$ cat config.mk
export PLATFORM = sky130hd
export DESIGN_NAME = dma_cmd_splitter
export DESIGN_NICKNAME = d
export VERILOG_FILES = /design/src/rtl/dma_split_pkg.sv /design/src/rtl/dma_cmd_check.sv /design/src/rtl/dma_cmd_fifo.sv /design/src/rtl/dma_seg_engine.sv /design/src/rtl/dma_done_track.sv /design/src/rtl/dma_cmd_splitter.sv
export SDC_FILE = /design/constraint.sdc
export NUM_CORES = 1
export LEC_CHECK = 0
export BUFFER_PORTS_ARGS = -buffer_cell sky130_fd_sc_hd__buf_2
export CORE_MARGIN = 10
export CORE_UTILIZATION = 50
export DETAILED_ROUTE_END_ITERATION = 7
export GPL_TIMING_DRIVEN = 0
export HOLD_SLACK_MARGIN = 0.05
export PLACE_DENSITY = 0.76
export SYNTH_ARGS = -nofsm -noshare
export SYNTH_HDL_FRONTEND = slang
export SYNTH_SLANG_ARGS = --single-unit
$ cat constraint.sdc
create_clock -name clk -period 9.2 [get_ports clk]
set_input_delay 0 -clock clk [delete_from_list [all_inputs] [get_ports clk]]
set_output_delay 0 -clock clk [all_outputs]
set_load 0.03 [all_outputs]
$ cat src/rtl/dma_split_pkg.sv
`timescale 1ns/1ps
package dma_split_pkg;
  localparam int EA_W     = 32;
  localparam int LS_W     = 18;
  localparam int SIZE_W   = 15;
  localparam int TAG_W    = 5;
  localparam int LINE_B   = 128;
  localparam int MAX_XFER = 16384;
  localparam int ALW      = 4;                 // low-address bits compared for small moves
  localparam int LINE_LW  = $clog2(LINE_B);
  localparam int CHUNK_W  = LINE_LW + 1;
  localparam int NTAGS    = 1 << TAG_W;

  typedef struct packed {
    logic [EA_W-1:0]   ea;
    logic [LS_W-1:0]   ls;
    logic [SIZE_W-1:0] size;
    logic [TAG_W-1:0]  tag;
    logic              dir;
  } dma_cmd_t;
endpackage

$ cat src/rtl/dma_cmd_check.sv
`timescale 1ns/1ps
module dma_cmd_check
  import dma_split_pkg::*;
(
  input  dma_cmd_t cmd,
  output logic     legal
);
  logic           is_small, is_mult16, in_range, small_ok, blk_ok;
  logic [ALW-1:0] amask;

  always_comb begin
    is_small  = (cmd.size == SIZE_W'(1)) || (cmd.size == SIZE_W'(2)) ||
                (cmd.size == SIZE_W'(4)) || (cmd.size == SIZE_W'(8));
    is_mult16 = (cmd.size[ALW-1:0] == '0) && (cmd.size != '0);
    in_range  = cmd.size <= SIZE_W'(MAX_XFER);
    amask     = cmd.size[ALW-1:0] - ALW'(1);
    small_ok  = ((cmd.ea[ALW-1:0] & amask) == '0) &&
                ((cmd.ls[ALW-1:0] & amask) == '0) &&
                (cmd.ea[ALW-1:0] == cmd.ls[ALW-1:0]);
    blk_ok    = (cmd.ea[ALW-1:0] == '0) && (cmd.ls[ALW-1:0] == '0);
    legal     = in_range && (is_small ? small_ok : (is_mult16 && blk_ok));
  end
endmodule

$ cat src/rtl/dma_cmd_fifo.sv
`timescale 1ns/1ps
module dma_cmd_fifo
  import dma_split_pkg::*;
#(
  parameter int DEPTH = 16
) (
  input  logic     clk,
  input  logic     rst_n,
  input  logic     push,
  input  dma_cmd_t wdata,
  input  logic     pop,
  output dma_cmd_t rdata,
  output logic     full,
  output logic     empty
);
  localparam int PW = $clog2(DEPTH);
  localparam int CW = PW + 1;

  dma_cmd_t        mem [DEPTH];
  logic [PW-1:0]   wr_q, wr_d, rd_q, rd_d;
  logic [CW-1:0]   cnt_q, cnt_d;

  always_comb begin
    wr_d  = wr_q;
    rd_d  = rd_q;
    if (push) wr_d = (wr_q == PW'(DEPTH - 1)) ? '0 : wr_q + PW'(1);
    if (pop)  rd_d = (rd_q == PW'(DEPTH - 1)) ? '0 : rd_q + PW'(1);
    cnt_d = cnt_q + CW'(push) - CW'(pop);
  end

  always_ff @(posedge clk or negedge rst_n) begin
    if (!rst_n) begin
      wr_q  <= '0;
      rd_q  <= '0;
      cnt_q <= '0;
    end else begin
      wr_q  <= wr_d;
      rd_q  <= rd_d;
      cnt_q <= cnt_d;
    end
  end

  always_ff @(posedge clk) begin
    if (push) mem[wr_q] <= wdata;
  end

  assign rdata = mem[rd_q];
  assign full  = (cnt_q == CW'(DEPTH));
  assign empty = (cnt_q == '0);
endmodule

$ cat src/rtl/dma_seg_engine.sv
`timescale 1ns/1ps
module dma_seg_engine
  import dma_split_pkg::*;
(
  input  logic               clk,
  input  logic               rst_n,
  input  logic               head_valid,
  input  dma_cmd_t           head,
  input  logic               req_ready,
  output logic [EA_W-1:0]    req_ea,
  output logic [LS_W-1:0]    req_ls,
  output logic [CHUNK_W-1:0] req_bytes,
  output logic               req_last,
  output logic               pop
);
  logic [SIZE_W-1:0]  off_q, off_d, rem;
  logic [CHUNK_W-1:0] room;
  logic               fire;

  always_comb begin
    req_ea    = head.ea + EA_W'(off_q);
    req_ls    = head.ls + LS_W'(off_q);
    rem       = head.size - off_q;
    room      = CHUNK_W'(LINE_B) - {1'b0, req_ea[LINE_LW-1:0]};
    req_last  = rem <= SIZE_W'(room);
    req_bytes = req_last ? rem[CHUNK_W-1:0] : room;
    fire      = head_valid && req_ready;
    pop       = fire && req_last;
    off_d     = off_q;
    if (fire) off_d = req_last ? '0 : off_q + SIZE_W'(req_bytes);
  end

  always_ff @(posedge clk or negedge rst_n) begin
    if (!rst_n) off_q <= '0;
    else        off_q <= off_d;
  end
endmodule

$ cat src/rtl/dma_done_track.sv
`timescale 1ns/1ps
module dma_done_track
  import dma_split_pkg::*;
(
  input  logic             clk,
  input  logic             rst_n,
  input  logic             set_en,
  input  logic [TAG_W-1:0] set_tag,
  input  logic             clr_en,
  input  logic [TAG_W-1:0] clr_tag,
  output logic [NTAGS-1:0] flags
);
  logic [NTAGS-1:0] flags_q, flags_d;

  always_comb begin
    flags_d = flags_q;
    if (set_en) flags_d[set_tag] = 1'b1;
    if (clr_en) flags_d[clr_tag] = 1'b0;   // a fresh command with the tag wins
  end

  always_ff @(posedge clk or negedge rst_n) begin
    if (!rst_n) flags_q <= '0;
    else        flags_q <= flags_d;
  end

  assign flags = flags_q;
endmodule

$ cat src/rtl/dma_cmd_splitter.sv
`timescale 1ns/1ps
module dma_cmd_splitter
  import dma_split_pkg::*;
#(
  parameter int QDEPTH = 16
) (
  input  logic               clk,
  input  logic               rst_n,
  input  logic               cmd_valid,
  output logic               cmd_ready,
  input  logic [EA_W-1:0]    cmd_ea,
  input  logic [LS_W-1:0]    cmd_ls,
  input  logic [SIZE_W-1:0]  cmd_size,
  input  logic [TAG_W-1:0]   cmd_tag,
  input  logic               cmd_dir,
  output logic               cmd_err,
  output logic               req_valid,
  input  logic               req_ready,
  output logic [EA_W-1:0]    req_ea,
  output logic [LS_W-1:0]    req_ls,
  output logic [CHUNK_W-1:0] req_bytes,
  output logic [TAG_W-1:0]   req_tag,
  output logic               req_dir,
  output logic               req_last,
  output logic [NTAGS-1:0]   done_flags
);
  logic [1:0] rs_q;
  logic       srst_n;

  always_ff @(posedge clk or negedge rst_n) begin
    if (!rst_n) rs_q <= '0;
    else        rs_q <= {rs_q[0], 1'b1};
  end
  assign srst_n = rs_q[1];

  dma_cmd_t in_cmd, head;
  logic     legal, accept, push, pop, full, empty, err_d, err_q;

  assign in_cmd = '{ea: cmd_ea, ls: cmd_ls, size: cmd_size, tag: cmd_tag, dir: cmd_dir};

  dma_cmd_check u_check (.cmd(in_cmd), .legal(legal));

  assign cmd_ready = srst_n && !full;
  assign accept    = cmd_valid && cmd_ready;
  assign push      = accept && legal;
  assign err_d     = accept && !legal;

  always_ff @(posedge clk or negedge srst_n) begin
    if (!srst_n) err_q <= 1'b0;
    else         err_q <= err_d;
  end
  assign cmd_err = err_q;

  dma_cmd_fifo #(.DEPTH(QDEPTH)) u_fifo (
    .clk(clk), .rst_n(srst_n), .push(push), .wdata(in_cmd),
    .pop(pop), .rdata(head), .full(full), .empty(empty)
  );

  assign req_valid = !empty;
  assign req_tag   = head.tag;
  assign req_dir   = head.dir;

  dma_seg_engine u_seg (
    .clk(clk), .rst_n(srst_n), .head_valid(req_valid), .head(head),
    .req_ready(req_ready), .req_ea(req_ea), .req_ls(req_ls),
    .req_bytes(req_bytes), .req_last(req_last), .pop(pop)
  );

  dma_done_track u_done (
    .clk(clk), .rst_n(srst_n),
    .set_en(pop), .set_tag(head.tag),
    .clr_en(push), .clr_tag(cmd_tag),
    .flags(done_flags)
  );
endmodule

---- Word level (Yosys, flattened, before mapping) ----
Memories as Yosys holds them, arrays and structs flattened.
Cells that the tools add are included.
cells by class
  order comparisons ....................... 6
  reduce and logical (&&, ||, !) cells .... 27
  eq/ne operators ......................... 8
  multiplexer cells ....................... 13
  add/subtract/negate cells ............... 10
  bitwise logic cells ..................... 5
operator list
  kind                  count
  $mux 32               2
  $add 32x15->32        1
  $and 32x32->32        1
  $not 32->32           1
  $or 32x32->32         1
  $logic_not 4->1       5
  $add 18x15->18        1
  $add 15x8->15         1
  $eq 15x1->1 const B   1
  $eq 15x2->1 const B   1
  $eq 15x3->1 const B   1
  $eq 15x4->1 const B   1
  $le 15x15->1 const B  1
  $le 15x8->1           1
  $mux 15               1
  $reduce_bool 15->1    1
  $sub 15x15->15        1
  $logic_and 1x1->1     14
  $lt 5x6->1 const B    2
  $demux 1 s5           2
  $ge 5x1->1 const B    2
  $add 4x1->4 const B   2
  $and 4x4->4           2
  $eq 4x4->1 const B    2
  12 further kinds      21
storage, ports and cells
  bits in registers ....................... 63
  logic and storage cells ................. 77
  memories ................................ 1
  bits in writable memories ............... 1136
  output and inout bits ................... 100
  input bits .............................. 75
memories
  memory      depth  width  rd ports  clocked after Yosys merged registers in  write ports  line                source
  u_fifo.mem  16     71     1         0                                        1            dma_cmd_fifo.sv:19  dma_cmd_t mem [DEPTH];

---- Logic depth before layout (Yosys ltp) ----
  depth after elaboration ................. 10
  gate-level depth with buffers ........... 39

---- Modules after synthesis ----
From an unflattened synthesis, not the netlist that was laid out.
second synthesis, totals
  cell total of the unflattened synthesis .. 2668
  area total of the unflattened synthesis .. 49597.6 µm²
by module, submodules not included
  module            area an instance (µm²)  times used  cells an instance
  dma_cmd_fifo      44006.0                 1           1981
  dma_seg_engine    3873.7                  1           519
  dma_done_track    1375.1                  1           127
  dma_cmd_check     227.7                   1           33
  dma_cmd_splitter  115.1                   1           8

---- Worst setup path before layout ----
OpenSTA, ideal clock, no wires.
  path kind ............................... reg-to-reg
  start point ............................. register rs_q[1]
  end point ............................... memory u_fifo.mem[7][0] (netlist name), enable pin
  data required time ...................... 8598 ps
  library setup time ...................... 602 ps
  slack ................................... 474 ps
  data arrival time ....................... 8124 ps
  period minus slack after synthesis ...... 8726 ps
  stages on the path, launching flop included .. 7
  path through ............................ dfrtp_1 inv_1 a31oi_1 nand2_1 o21ba_2 nand2_1 nor3b_1
between the ends
  longest elaborated chain between the ends .. 5
RTL lines
  item                          line                    source
  from (decl)                   dma_cmd_splitter.sv:27  logic [1:0] rs_q;
  from (signal assigned)        dma_cmd_splitter.sv:32  else rs_q <= {rs_q[0], 1'b1};
  $logic_and 1x1->1             dma_cmd_splitter.sv:43  assign cmd_ready = srst_n && !full;
  named net cmd_ready           dma_cmd_splitter.sv:10  output logic cmd_ready,
  $logic_and 1x1->1             dma_cmd_splitter.sv:44  assign accept = cmd_valid && cmd_ready;
  $logic_and 1x1->1             dma_cmd_splitter.sv:45  assign push = accept && legal;
  $mux 1                        dma_cmd_fifo.sv:44      if (push) mem[wr_q] <= wdata;
  $mux 1 (implied by the code)  dma_cmd_fifo.sv:44
  to (decl)                     dma_cmd_fifo.sv:19
The timed path passes the listed nets, and every way through them passes these cells.

---- Worst setup path in the final report ----
  start point ............................. register u_fifo.rd_q[2]
  end point ............................... register u_seg.off_q[14]
between the ends
  longest elaborated chain between the ends .. 7
  elaborated cells between the ends (all ways) .. 8
  classes of those cells .................. add/sub: 4; order compare: 1; mux: 2; memory: 1
RTL lines
  item                    line                  source
  from (decl)             dma_cmd_fifo.sv:20    logic [PW-1:0] wr_q, wr_d, rd_q, rd_d;
  from (signal assigned)  dma_cmd_fifo.sv:38    rd_q <= rd_d;
  $mem_v2 16x71 (*)       -
  $add 32x15->32          dma_seg_engine.sv:21  req_ea = head.ea + EA_W'(off_q);
  $sub 8x7->8             dma_seg_engine.sv:24  room = CHUNK_W'(LINE_B) - {1'b0, req_ea[LINE_LW-1:0]};
  $le 15x8->1             dma_seg_engine.sv:25  req_last = rem <= SIZE_W'(room);
  $mux 8                  dma_seg_engine.sv:26  req_bytes = req_last ? rem[CHUNK_W-1:0] : room;
  $add 15x8->15           dma_seg_engine.sv:30  if (fire) off_d = req_last ? '0 : off_q + SIZE_W'(req_bytes);
  $mux 15 (*)             dma_seg_engine.sv:30
  to (signal assigned)    dma_seg_engine.sv:34  if (!rst_n) off_q <= '0;
  to (signal assigned)    dma_seg_engine.sv:35  else off_q <= off_d;
  to (decl)               dma_seg_engine.sv:16  logic [SIZE_W-1:0] off_q, off_d, rem;
Every way passes the cells marked *; elsewhere a longest branch is shown, timed or not.
A chain may end at the register's enable or synchronous reset.

==> impl_metrics.py <==
metrics = {
    "final_layout": {
        "fill_cells": 6886,
        "postLayoutCoreUtil_pct": 58.4,
        "antenna_cells": 0,
        "final_cell_area_um2": 57300,
        "drive_above_1_share_pct": 29.9,
        "regArea_um2": 35700,
        "area_growth_pct": 16.2,
        "multiInputGateArea_um2": 13000,
        "nets": 2958,
    },
    "critical_path": {
        "cpMostUsedCell": "buf_4",
        "rr_endpoint": "u_seg.off_q[14]$_DFFE_PN0P_",
        "cp-end-kind": "flip-flop",
        "r2r_cells": 36,
        "critPathLaunchType": "flip-flop",
        "cp_slowest_cell": "fa_1",
        "setup.worst_path.end": "u_seg.off_q[14]$_DFFE_PN0P_",
        "required_ns": 9.84,
        "worst-path-buf-inv": 10,
        "crit_cells": 36,
        "critPathTopFamily": "buffers and inverters",
        "crit_type": "reg -> reg",
        "cp.arrival_ns": 9.51,
        "crit_path_start": "u_fifo.rd_q[2]$_DFFE_PN0N_",
        "reg2reg_from": "u_fifo.rd_q[2]$_DFFE_PN0N_",
        "max_stage_delay_ns": 0.45,
        "rrSetupSlack_ns": 0.34,
        "critPathMaxFanout": 19,
    },
    "timing": {
        "min_period_ns": 8.86,
        "slew_viol_final": 0,
        "worstMarginPinSlew_ns": 1.20,
        "relSlewSlack_pct": 19.7,
        "period_share_pct": 96.3,
        "rsz0062_at_grt": "true",
        "setup_viol": 0,
        "finalHoldViolCount": 0,
        "skew_ns": 0.0396,
        "fmax_ghz": 0.113,
    },
    "detailed_routing": {
        "drt-wirelength-per-cell_um": 30.8,
        "drtIter0Drc": 3259,
        "ant_nets": 0,
        "vias": 26457,
        "viasPerCell": 6.34,
        "drc": 0,
        "wl_um": 128000,
        "dr.pass1.iters": 6,
    },
    "logic_synthesis": {
        "synth_top_family_by_area": "multiplexers",
        "yosysSeqAreaShare_pct": 72.3,
        "ys_warn_count": 0,
        "synthSimpleGateAreaFrac_pct": 2.88,
        "synth_fa_ha_area_share_pct": 2.13,
        "synth_xor_area_share_pct": 1.28,
        "synthMuxAreaShare_pct": 16.4,
        "synth_cells": 2383,
        "synth_area_um2": 49300,
        "syn-num-nets": 2539,
        "synthDominantCellAreaShare_pct": 69.1,
        "synth_cell_type_count": 79,
        "synth_area_leader_cell": "edfxtp_1",
        "synth_edf_count": 1136,
        "synthTopCellsByArea": "edfxtp_1, mux4_2, dfrtp_1",
        "ys_top_cells_by_count": "edfxtp_1, mux4_2, ha_1, a21oi_1, dfrtp_1",
        "synthFlopType": "edfxtp_1",
        "synth_area_per_cell_um2": 20.7,
        "ys_ff_latch": 1199,
        "async_flop_share_pct": 5.25,
        "synth.most_common_cell": "edfxtp_1",
        "synth_compound_area_share_pct": 3.29,
    },
    "global_routing": {
        "grt_max_degree": 63,
        "gr-total-overflow": 0,
        "grt_pass1_wl_um": 187000,
        "groute.usage.overall_pct": 22.8,
        "first_global_vias": 27061,
        "grt_antenna_before_repair": 4,
    },
    "power": {
        "powerDensity_nw_per_um2": 261,
        "leakagePower_nw": 18.8,
        "ir_drop_v": 0.000255,
    },
    "clock_tree": {
        "numCtsBuffers": 116,
        "cts_tree": "yes",
        "clockBufferDepth": 3,
        "root_buffer": "clkbuf_16",
        "cts.sinks": 1199,
        "clk_pin_slew_worst_paths_ns": 0.06,
        "clk-insertion-delay-late_ns": 0.72,
        "htree_levels": 3,
    },
    "job": {
        "maxCapViolCount": 0,
    },
    "die": {
        "core_area_um2": 98100,
        "start_util_pct": 50.3,
        "rows": 115,
        "die_area_um2": 112000,
        "die_w_um": 334,
        "die_h_um": 334,
        "io_pins": 175,
    },
    "min_path": {
        "min_path_type": "in -> async",
    },
    "placement": {
        "place_area_um2": 52700,
        "gp_congestion": 0.901,
        "dp_hpwl_um": 81300,
        "port_buffers": 174,
    },
    "status": {
        "status": "complete, no violations",
    },
}
==> registers in the layout (all words and copies together), names as in the netlist <==
name	flops
u_done.flags	32
u_seg.off_q	15
u_fifo.wr_q	4
u_fifo.cnt_q	5
u_fifo.mem	1136
rs_q	2
u_fifo.rd_q	4
cmd_err	1
==> repair_timing <==
action	4_1_cts	5_1_grt
hold buffers	76	0
setup endpoints to repair	26	11
pin swaps	1	3
hold endpoints to repair	1176	0
resized for setup	42	52
gates cloned	0	0
buffers inserted	2	4
==> worst min-delay path by stage <==
stage,from,endpoint,cells past startpoint
2_1_floorplan,rst_n,rs_q[0]$_DFF_PN0_,0
3_3_place_gp,rst_n,rs_q[1]$_DFF_PN0_,1
3_5_place_dp,rst_n,rs_q[0]$_DFF_PN0_,1
4_1_cts,rst_n,rs_q[1]$_DFF_PN0_,3
5_1_grt,rst_n,rs_q[0]$_DFF_PN0_,3
6_report,rst_n,rs_q[0]$_DFF_PN0_,3
==> placed cells by master, fill, tap and decap left out, types with 10 or more instances in the layout <==
cell           netlist  final
a21o_1              15     15
a21oi_1             69     66
a41oi_1             32     32
and3_1              16     10
buf_16               0     14
buf_2               43    193
buf_4               14     31
buf_6                5     42
clkbuf_1            26     34
clkbuf_16            0    116
clkinv_1             0     26
clkinv_2             1     23
dfrtp_1             63     62
dlygate4sd3_1        0     76
edfxtp_1          1136   1136
ha_1                76     76
inv_1               60     60
mux4_1              16     16
mux4_2             333    333
nand2_1             58     58
nand2b_1            15     15
nand3_1             23     23
nor2_1              48     47
nor2b_1             13     13
nor3_1              19     17
o21a_1              16     16
o21ai_0             38     36
xnor2_1             52     51
xor2_1              20     20
==> power by group <==
part / internal [W] / switching (W) / leakage [nW] / total (W)
Clock: 0.00249 / 0.00203 / 1.74 / 0.00453
Combinational: 0.00171 / 0.00263 / 6.05 / 0.00434
Sequential: 0.00602 / 0.000106 / 11.0 / 0.00612
Total: 0.0102 / 0.00477 / 18.8 / 0.0150
==> cells by family after synthesis <==
family	after synthesis
flip-flops	1199
multiplexers	366
AND/OR/NAND/NOR	261
AO/OA/AOI/OAI	239
buffers and inverters	164
adder cells (fa/ha/maj)	81
XOR/XNOR	72
other	1
==> metal layers <==
metal	GRT usage (%)	part of all wire [%]
met1	31.1	38
met2	36.8	49
met3	4.67	9.8
met4	7.57	3.1
met5	0	0.026
==> layout make-up <==
type                       count  area share (%)
clock buffer                 134            5.22
timing repair buffer         304            4.35
inverter                      65           0.428
multi-input combinational   1020            22.6
buffer                        96            1.28
tap                         1287            2.81
sequential                  1199            62.3
clock inverter                71            1.02
==> worst register-to-register path: cells and delay by family, from the launching register on <==
family,cells,cell delay (ns)
and+or+nand+nor,7,0.97
adders and majority gates,4,1.45
DFF,1,0.32
xor gates and xnor gates,2,0.33
buffers and inverters,10,2.65
muxes,2,0.77
AOI/OAI and AO/OA,11,2.32
==> per-stage QoR <==
| stage | instances | TNS [ns] | worst slack, ns | power [W] | hold slack (ns) |
|---|---|---|---|---|---|
| 2_1_floorplan | 2383 | 0 | 0.474 | 0.00906 | -0.296 |
| 3_5_place_dp | 3892 | -17.61 | -1.48 | 0.0103 | -0.213 |
| 4_1_cts | 4174 | 0 | 0.0290 | 0.0149 | 0.108 |
| 5_1_grt | 4176 | -0.254 | -0.106 | 0.0156 | 0.167 |
| 6_report | 4176 | 0 | 0.337 | 0.0150 | 0.132 |
| 3_3_place_gp | 3844 | -1527.80 | -6.70 | 0.0102 | -0.216 |
No activity file was read; power rests on OpenSTA's default activity.
